### src/rtl/dpc_regs_pkg.sv
package dpc_regs_pkg;

    localparam int DW    = 32;
    localparam int SYS_W = 5;
    localparam int IRQ_W = 8;
    localparam int ERR_W = 5;
    localparam int NCFG  = 4;

    // access kind selected by address bits 3:2
    typedef enum logic [1:0] {
        OP_WR  = 2'd0,
        OP_SET = 2'd1,
        OP_CLR = 2'd2,
        OP_TOG = 2'd3
    } alias_op_e;

    // register slots, byte offset divided by 16
    localparam logic [7:0] GRP_SYS    = 8'h00;
    localparam logic [7:0] GRP_MASK   = 8'h02;
    localparam logic [7:0] GRP_MSTAT  = 8'h03;
    localparam logic [7:0] GRP_RSTAT  = 8'h04;
    localparam logic [7:0] GRP_PITCH  = 8'h07;
    localparam logic [7:0] GRP_WIDTH  = 8'h0A;
    localparam logic [7:0] GRP_HEIGHT = 8'h0B;
    localparam logic [7:0] GRP_BASE   = 8'h0C;

    localparam int CFG_PITCH  = 0;
    localparam int CFG_WIDTH  = 1;
    localparam int CFG_HEIGHT = 2;
    localparam int CFG_BASE   = 3;

    localparam int SYS_RUN   = 0;
    localparam int SYS_SRST  = 1;
    localparam int SYS_RPT   = 2;
    localparam int SYS_SLEN  = 3;
    localparam int SYS_SWSEL = 4;

    // status layout, msb first: errors, shadow loaded, run, frame done
    typedef struct packed {
        logic [ERR_W-1:0] err;
        logic             shadow_loaded;
        logic             run;
        logic             ctrl_done;
    } irq_vec_t;

    function automatic logic [7:0] cfg_group(input int idx);
        case (idx)
            CFG_PITCH:  return GRP_PITCH;
            CFG_WIDTH:  return GRP_WIDTH;
            CFG_HEIGHT: return GRP_HEIGHT;
            default:    return GRP_BASE;
        endcase
    endfunction

    function automatic logic [DW-1:0] alias_next(input logic [DW-1:0] cur,
                                                 input logic [DW-1:0] d,
                                                 input alias_op_e op);
        case (op)
            OP_SET:  return cur | d;
            OP_CLR:  return cur & ~d;
            OP_TOG:  return cur ^ d;
            default: return d;
        endcase
    endfunction

endpackage

### src/rtl/dpc_alias_reg.sv
module dpc_alias_reg
    import dpc_regs_pkg::*;
#(
    parameter int         W   = 32,
    parameter logic [W-1:0] RST = '0
) (
    input  logic         clk,
    input  logic         rst,
    input  logic         wr_en,
    input  alias_op_e    op,
    input  logic [W-1:0] wdata,
    input  logic [W-1:0] hw_clr,
    output logic [W-1:0] q
);

    // a bus write has priority over the hardware clear
    always_ff @(posedge clk) begin
        if (rst)
            q <= RST;
        else if (wr_en)
            q <= W'(alias_next(DW'(q), DW'(wdata), op));
        else
            q <= q & ~hw_clr;
    end

endmodule

### src/rtl/dpc_irq_status.sv
module dpc_irq_status
    import dpc_regs_pkg::*;
(
    input  logic             clk,
    input  logic             rst,
    input  logic             hold_clr,
    input  irq_vec_t         evt,
    input  logic             w1c_en,
    input  logic [IRQ_W-1:0] w1c_data,
    input  logic [IRQ_W-1:0] mask,
    output logic [IRQ_W-1:0] raw,
    output logic [IRQ_W-1:0] masked,
    output logic             irq
);

    logic [IRQ_W-1:0] clr_bits;
    logic [IRQ_W-1:0] set_bits;

    assign clr_bits = w1c_en ? w1c_data : '0;
    assign set_bits = evt;

    // new events are OR-ed after the clear, so an event wins a collision
    always_ff @(posedge clk) begin
        if (rst || hold_clr)
            raw <= '0;
        else
            raw <= (raw & ~clr_bits) | set_bits;
    end

    assign masked = raw & ~mask;
    assign irq    = |masked;

endmodule

### src/rtl/dpc_run_ctrl.sv
module dpc_run_ctrl #(
    parameter int DIM_W  = 16,
    parameter int BASE_W = 32
) (
    input  logic              clk,
    input  logic              rst,
    input  logic              srst,
    input  logic              run_req,
    input  logic              sl_en,
    input  logic              sw_sel,
    input  logic              repeat_en,
    input  logic              frame_done,
    input  logic [DIM_W-1:0]  sh_pitch,
    input  logic [DIM_W-1:0]  sh_width,
    input  logic [DIM_W-1:0]  sh_height,
    input  logic [BASE_W-1:0] sh_base,
    output logic              busy,
    output logic [DIM_W-1:0]  act_pitch,
    output logic [DIM_W-1:0]  act_width,
    output logic [DIM_W-1:0]  act_height,
    output logic [BASE_W-1:0] act_base,
    output logic              evt_run,
    output logic              evt_shadow,
    output logic              evt_done
);

    logic start;

    assign start      = run_req & ~srst;
    assign evt_done   = frame_done & busy;
    assign evt_run    = start | (evt_done & repeat_en);
    assign evt_shadow = start & sl_en & sw_sel;

    always_ff @(posedge clk) begin
        if (rst || srst)
            busy <= 1'b0;
        else if (start)
            busy <= 1'b1;
        else if (evt_done && !repeat_en)
            busy <= 1'b0;
    end

    always_ff @(posedge clk) begin
        if (rst) begin
            act_pitch  <= '0;
            act_width  <= '0;
            act_height <= '0;
            act_base   <= '0;
        end else if (evt_shadow) begin
            act_pitch  <= sh_pitch;
            act_width  <= sh_width;
            act_height <= sh_height;
            act_base   <= sh_base;
        end
    end

endmodule

### src/rtl/dpc_csr_block.sv
module dpc_csr_block
    import dpc_regs_pkg::*;
#(
    parameter int ADDR_W = 12,
    parameter int DIM_W  = 16,
    parameter int BASE_W = 32
) (
    input  logic              clk,
    input  logic              rst,
    input  logic [ADDR_W-1:0] reg_addr,
    input  logic              reg_we,
    input  logic [31:0]       reg_wdata,
    output logic [31:0]       reg_rdata,
    input  logic [4:0]        err_evt_i,
    input  logic              frame_done_i,
    output logic              irq_o,
    output logic              busy_o,
    output logic [DIM_W-1:0]  act_pitch_o,
    output logic [DIM_W-1:0]  act_width_o,
    output logic [DIM_W-1:0]  act_height_o,
    output logic [BASE_W-1:0] act_base_o
);

    localparam int GW = ADDR_W - 4;

    logic [GW-1:0]    grp;
    alias_op_e        op;
    logic             aligned;
    logic             wr_any;
    logic [SYS_W-1:0] sys_q;
    logic [IRQ_W-1:0] mask_q;
    logic [IRQ_W-1:0] stat_raw;
    logic [IRQ_W-1:0] stat_masked;
    logic [DW-1:0]    cfg_rd [NCFG];
    logic [DIM_W-1:0] sh_pitch, sh_width, sh_height;
    logic [BASE_W-1:0] sh_base;
    logic             ev_run, ev_shadow, ev_done;
    irq_vec_t         evt;

    assign grp     = reg_addr[ADDR_W-1:4];
    assign op      = alias_op_e'(reg_addr[3:2]);
    assign aligned = (reg_addr[1:0] == 2'b00);
    assign wr_any  = reg_we & aligned;

    // channel control, run bit drops one cycle after it is set
    dpc_alias_reg #(.W(SYS_W), .RST('0)) u_sys (
        .clk    (clk),
        .rst    (rst),
        .wr_en  (wr_any && grp == GW'(GRP_SYS)),
        .op     (op),
        .wdata  (reg_wdata[SYS_W-1:0]),
        .hw_clr ({{(SYS_W-1){1'b0}}, sys_q[SYS_RUN]}),
        .q      (sys_q)
    );

    dpc_alias_reg #(.W(IRQ_W), .RST('1)) u_mask (
        .clk    (clk),
        .rst    (rst),
        .wr_en  (wr_any && grp == GW'(GRP_MASK)),
        .op     (op),
        .wdata  (reg_wdata[IRQ_W-1:0]),
        .hw_clr ('0),
        .q      (mask_q)
    );

    for (genvar gi = 0; gi < NCFG; gi++) begin : g_cfg
        localparam int CW = (gi == CFG_BASE) ? BASE_W : DIM_W;
        logic [CW-1:0] q;
        dpc_alias_reg #(.W(CW), .RST('0)) u_reg (
            .clk    (clk),
            .rst    (rst),
            .wr_en  (wr_any && grp == GW'(cfg_group(gi))),
            .op     (op),
            .wdata  (reg_wdata[CW-1:0]),
            .hw_clr ('0),
            .q      (q)
        );
        assign cfg_rd[gi] = DW'(q);
    end

    assign sh_pitch  = cfg_rd[CFG_PITCH][DIM_W-1:0];
    assign sh_width  = cfg_rd[CFG_WIDTH][DIM_W-1:0];
    assign sh_height = cfg_rd[CFG_HEIGHT][DIM_W-1:0];
    assign sh_base   = cfg_rd[CFG_BASE][BASE_W-1:0];

    dpc_run_ctrl #(.DIM_W(DIM_W), .BASE_W(BASE_W)) u_run (
        .clk        (clk),
        .rst        (rst),
        .srst       (sys_q[SYS_SRST]),
        .run_req    (sys_q[SYS_RUN]),
        .sl_en      (sys_q[SYS_SLEN]),
        .sw_sel     (sys_q[SYS_SWSEL]),
        .repeat_en  (sys_q[SYS_RPT]),
        .frame_done (frame_done_i),
        .sh_pitch   (sh_pitch),
        .sh_width   (sh_width),
        .sh_height  (sh_height),
        .sh_base    (sh_base),
        .busy       (busy_o),
        .act_pitch  (act_pitch_o),
        .act_width  (act_width_o),
        .act_height (act_height_o),
        .act_base   (act_base_o),
        .evt_run    (ev_run),
        .evt_shadow (ev_shadow),
        .evt_done   (ev_done)
    );

    assign evt.err           = err_evt_i;
    assign evt.shadow_loaded = ev_shadow;
    assign evt.run           = ev_run;
    assign evt.ctrl_done     = ev_done;

    dpc_irq_status u_stat (
        .clk      (clk),
        .rst      (rst),
        .hold_clr (sys_q[SYS_SRST]),
        .evt      (evt),
        .w1c_en   (wr_any && grp == GW'(GRP_MSTAT) && op == OP_WR),
        .w1c_data (reg_wdata[IRQ_W-1:0]),
        .mask     (mask_q),
        .raw      (stat_raw),
        .masked   (stat_masked),
        .irq      (irq_o)
    );

    always_comb begin
        reg_rdata = '0;
        if (aligned) begin
            if (grp == GW'(GRP_SYS))
                reg_rdata = DW'(sys_q);
            else if (grp == GW'(GRP_MASK))
                reg_rdata = DW'(mask_q);
            else if (grp == GW'(GRP_MSTAT) && op == OP_WR)
                reg_rdata = DW'(stat_masked);
            else if (grp == GW'(GRP_RSTAT) && op == OP_WR)
                reg_rdata = DW'(stat_raw);
            else
                for (int i = 0; i < NCFG; i++)
                    if (grp == GW'(cfg_group(i)))
                        reg_rdata = cfg_rd[i];
        end
    end

endmodule

### config.mk
export PLATFORM = sky130hd
export DESIGN_NAME = dpc_csr_block
export DESIGN_NICKNAME = d
export VERILOG_FILES = /design/src/rtl/dpc_regs_pkg.sv /design/src/rtl/dpc_alias_reg.sv /design/src/rtl/dpc_irq_status.sv /design/src/rtl/dpc_run_ctrl.sv /design/src/rtl/dpc_csr_block.sv
export SDC_FILE = /design/constraint.sdc
export NUM_CORES = 1
export LEC_CHECK = 0
export ABC_AREA = 0
export BUFFER_PORTS_ARGS = -buffer_cell sky130_fd_sc_hd__buf_2
export CAP_MARGIN = 15
export CORE_MARGIN = 5
export CORE_UTILIZATION = 30
export CTS_CLUSTER_SIZE = 24
export DETAILED_ROUTE_END_ITERATION = 6
export SLEW_MARGIN = 30
export SYNTH_ARGS = -nofsm -noshare
export SYNTH_HDL_FRONTEND = slang
export SYNTH_HIERARCHICAL = 1
export SYNTH_SLANG_ARGS = --single-unit
### constraint.sdc
create_clock -name clk -period 6.25 [get_ports clk]
set_input_delay 0.625 -clock clk [delete_from_list [all_inputs] [get_ports clk]]
set_output_delay 0.625 -clock clk [all_outputs]
set_load 0.005 [all_outputs]
==> results.md <==
- Run status: complete, no violations
- Worst hold path startpoint: err_evt_i[4]
- Syn Std Cell Area: 0.0148 mm2
- Slowest stage cell on the critical path: sky130_fd_sc_hd__nor2b_2
- Endpoint of the most critical register-to-register path: u_run/act_height[5]$_SDFFE_PP0P_
- Source of the worst register-to-register timing path: u_sys/q[1]$_SDFF_PP0_
- CP dominant cell by count: sky130_fd_sc_hd__buf_2
- Vertical die dimension: ~230 um
- Leakage power figure: between 7 and 8 nW
- Cell count after synthesis: between 1500 and 2000
- Clock Sinks: between 150 and 200
- Number of buffers inserted by post-CTS setup repair: 0
- First-pass detailed-route iteration total: 5
- Die area: between 0.05 and 0.06 mm2
- Maximum resistive drop on vdd: around 0.14 mV
- TritonCTS clock tree: built
- Row count: just over 80
- Reg2Reg Depth: 5
- Share of synthesized area occupied by flip-flops and latches: 0.246
- Worst stage delay on the critical path: 740 ps
- Period minus WS final: between 3000 and 4000 ps
- Largest cells by area after synthesis: sky130_fd_sc_hd__dfxtp_1 25%, sky130_fd_sc_hd__ha_1 16%, sky130_fd_sc_hd__mux2_4 8.4%
- Pin count of the biggest net entering global routing: approximately 100
- Worst-path fanout max: between 40 and 50
- Clk root buf: sky130_fd_sc_hd__clkbuf_16
- Number of gates given a new drive strength after cts: 0
- Combined global-route utilization of all metal layers: 0.167
- Transition time of the tightest slew-check pin: 1000 ps
- Htree depth: 4
- Core Area: between 0.04 and 0.05 mm2
- Post-synthesis register bit count: between 150 and 200
- Endpoint of the worst hold path: u_stat/raw[7]$_SDFF_PP0_
- Effective utilization at floorplan: 0.303
- Final antenna-violating net count: 0
- CP Data Required Time: between 5000 and 6000 ps
- Worst setup timing slack at the placement stage: 2700 ps
- Arrival time of data at the critical path endpoint: 3010 ps
- Final setup violating endpoints: 0
- HPWL after DPL: 33400 um
- Average detailed-routed wire length per instance: around 18 um
- RSZ-0062 raised after global routing: no
- CTS Hold Bufs: 0
- Global-route wire length before repair: 70700 um
- Post-synth top flop: sky130_fd_sc_hd__dfxtp_1
- Post-synth ARST share: 0
- DP Area: roughly 0.016 mm2
- Average via count per standard cell: ~4.9
- Final hold violation count: 0
- Post-route design area: 0.0168 mm2
- Syn-to-layout area delta: 13.4%
- Synth area leader: sky130_fd_sc_hd__dfxtp_1
- Die width: approximately 230 um
- EDFF count, synth: 0
- Total via count in the routed design: approximately 13000
- Max Clock Freq: between 200 and 300 MHz
- Max-slew violation total from the final report: 0
- Number of buffers inserted during clock tree synthesis: 17
- Layout cell share with drive strength beyond 1: 0.266
- Synth warnings: 6
- DRC violations left: 0
- Final Worst Setup Slack: roughly 2600 ps
- Startpoint Class: input pin
- PD cells: approximately 160 mW/mm2
- CP Cell Sequence: buf_2 > nor2b_2 > a32o_1 > o2111ai_1 > a2111oi_1 > buf_2
- Aggregate global routing overflow: 0
- Number of fill cells: ~5100
- Routability congestion estimate from global placement: a little over 0.9
- Worst-skew pair later-pin latency: 470 ps
- Start-to-end type of the worst setup path: in2out
- Setup clock skew after layout: roughly 10 ps
- Total negative slack: 0 ps
- Element type at the critical path end: output pin
- Internal reg-to-reg setup slack: around 3800 ps
- Synth unique cells: 73
- Hold crit path type: in2reg
- DRC marker count from the first detailed-route iteration: about 960
- Utilization after layout: 0.344
- Depth of the worst hold-timing path: 3
- I/O pin total: roughly 170
- Relative max-transition margin: 0.330
- Max-Cap Viols: 0
- Most common library cells after synthesis: 251 x sky130_fd_sc_hd__inv_1, 186 x sky130_fd_sc_hd__ha_1, 182 x sky130_fd_sc_hd__dfxtp_1
- DRT Wirelength: 46100 um
- Via count of the first global-routing pass: 12147
- Register clock-pin slew on the reported worst setup and hold paths: approximately 80 ps
- Net total in the final layout: 2155
- Max Buffers Root-to-Sink: 2
- Average instance area after synthesis: 8.57 um2
- Antenna violations before repair: 2
- Most frequent cell after synthesis: sky130_fd_sc_hd__inv_1
- Port Buffers: roughly 170
- Share of the clock period used by the worst path after layout: 0.581
- Top-area cell type share of the netlist area: 0.246
==> layout make-up <==
type,count,area (um2),share of cell area
Antenna cell,1,2.50,0.000149
Clock buffer,21,460,0.0274
Clock inverter,10,145,0.00863
Inverter,280,1100,0.0652
Multi-Input combinational cell,1258,9710,0.577
Sequential cell,182,3640,0.217
Tap cell,664,831,0.0494
Timing Repair Buffer,177,937,0.0557
==> power by group <==
| group | switching, mW | internal (mW) | leakage [nW] |
|---|---|---|---|
| clock network | 0.533 | 0.653 | 0.291 |
| registers | 0.00914 | 1.16 | 1.47 |
| logic | 0.221 | 0.135 | 5.94 |
| total | 0.763 | 1.95 | 7.70 |
==> worst max path at each step <==
stage / startpoint / end / slack (ps)
floorplan: reg_addr[9] / g_cfg[1].u_reg/q[0]$_SDFF_PP0_ / 3770
global placement: reg_addr[7] / reg_rdata[6] / 2420
detailed placement: reg_addr[9] / u_mask/q[0]$_SDFF_PP1_ / 2700
CTS: reg_addr[7] / reg_rdata[6] / 2680
global route: reg_addr[7] / reg_rdata[6] / 2450
finish: reg_addr[7] / reg_rdata[6] / 2620
==> flip-flops by register name, summed over array words and instances, names as in the netlist <==
signal / flops
u_run/busy: 1
u_stat/raw: 8
u_run/act_height: 16
g_cfg.u_reg/q: 80
u_run/act_width: 16
u_sys/q: 5
u_run/act_pitch: 16
u_run/act_base: 32
u_mask/q: 8
==> critical path, delay by kind of cell <==
| family | cells | cell delay, ps |
|---|---|---|
| AO/OA/AOI/OAI | 3 | 890 |
| buffers and inverters | 2 | 730 |
| AND/OR/NAND/NOR | 1 | 740 |
==> through the flow <==
step / hold slack (ps) / instances / total power, mW
floorplan: 453 / 1821 / 1.46
global placement: 451 / 2561 / 1.53
detailed placement: 455 / 2561 / 1.55
CTS: 387 / 2592 / 2.75
global route: 444 / 2593 / 2.84
finish: 418 / 2593 / 2.72
==> per-layer routing <==
| metal | GRT usage | up-vias | part of all wire |
|---|---|---|---|
| met4 | 0.0495 | 2 | 0.019 |
| li1 | - | 6124 | - |
| met1 | 0.231 | 6074 | 0.47 |
| met3 | 0.0330 | 40 | 0.056 |
| met2 | 0.264 | 342 | 0.45 |
| met5 | 0 | - | 0.00028 |
==> cells in the final DEF (no fill, tap or decap), types with 5 or more instances in the layout <==
| cell | instances |
|---|---|
| sky130_fd_sc_hd__clkbuf_16 | 17 |
| sky130_fd_sc_hd__ha_1 | 186 |
| sky130_fd_sc_hd__clkinv_2 | 28 |
| sky130_fd_sc_hd__nor2b_1 | 6 |
| sky130_fd_sc_hd__nand2_2 | 81 |
| sky130_fd_sc_hd__nor3_1 | 17 |
| sky130_fd_sc_hd__conb_1 | 92 |
| sky130_fd_sc_hd__nand3b_1 | 9 |
| sky130_fd_sc_hd__nor2_1 | 62 |
| sky130_fd_sc_hd__a32o_1 | 55 |
| sky130_fd_sc_hd__a211o_1 | 8 |
| sky130_fd_sc_hd__a21boi_1 | 8 |
| sky130_fd_sc_hd__nor3b_4 | 6 |
| sky130_fd_sc_hd__mux2_4 | 83 |
| sky130_fd_sc_hd__o21ai_1 | 33 |
| sky130_fd_sc_hd__and3b_1 | 22 |
| sky130_fd_sc_hd__buf_2 | 164 |
| sky130_fd_sc_hd__buf_4 | 9 |
| sky130_fd_sc_hd__nor2_2 | 5 |
| sky130_fd_sc_hd__o21ai_0 | 76 |
| sky130_fd_sc_hd__nor3b_1 | 6 |
| sky130_fd_sc_hd__a21oi_1 | 61 |
| sky130_fd_sc_hd__a32oi_1 | 35 |
| sky130_fd_sc_hd__a211oi_1 | 5 |
| sky130_fd_sc_hd__and2_1 | 20 |
| sky130_fd_sc_hd__mux2_2 | 7 |
| sky130_fd_sc_hd__dfxtp_1 | 182 |
| sky130_fd_sc_hd__inv_1 | 251 |
| sky130_fd_sc_hd__nand2_1 | 174 |
| sky130_fd_sc_hd__a21oi_2 | 79 |
| sky130_fd_sc_hd__a21o_1 | 54 |
==> logic make-up after synthesis <==
logic type,after synthesis,share of synthesized area
multiplexers,93,0.0914
adder cells (fa/ha/maj),186,0.157
AO/OA/AOI/OAI,449,0.224
other,1,0.000253
buffers and inverters,381,0.124
flip-flops,182,0.246
AND/OR/NAND/NOR,438,0.158
Power figures use the tool's default switching activity.
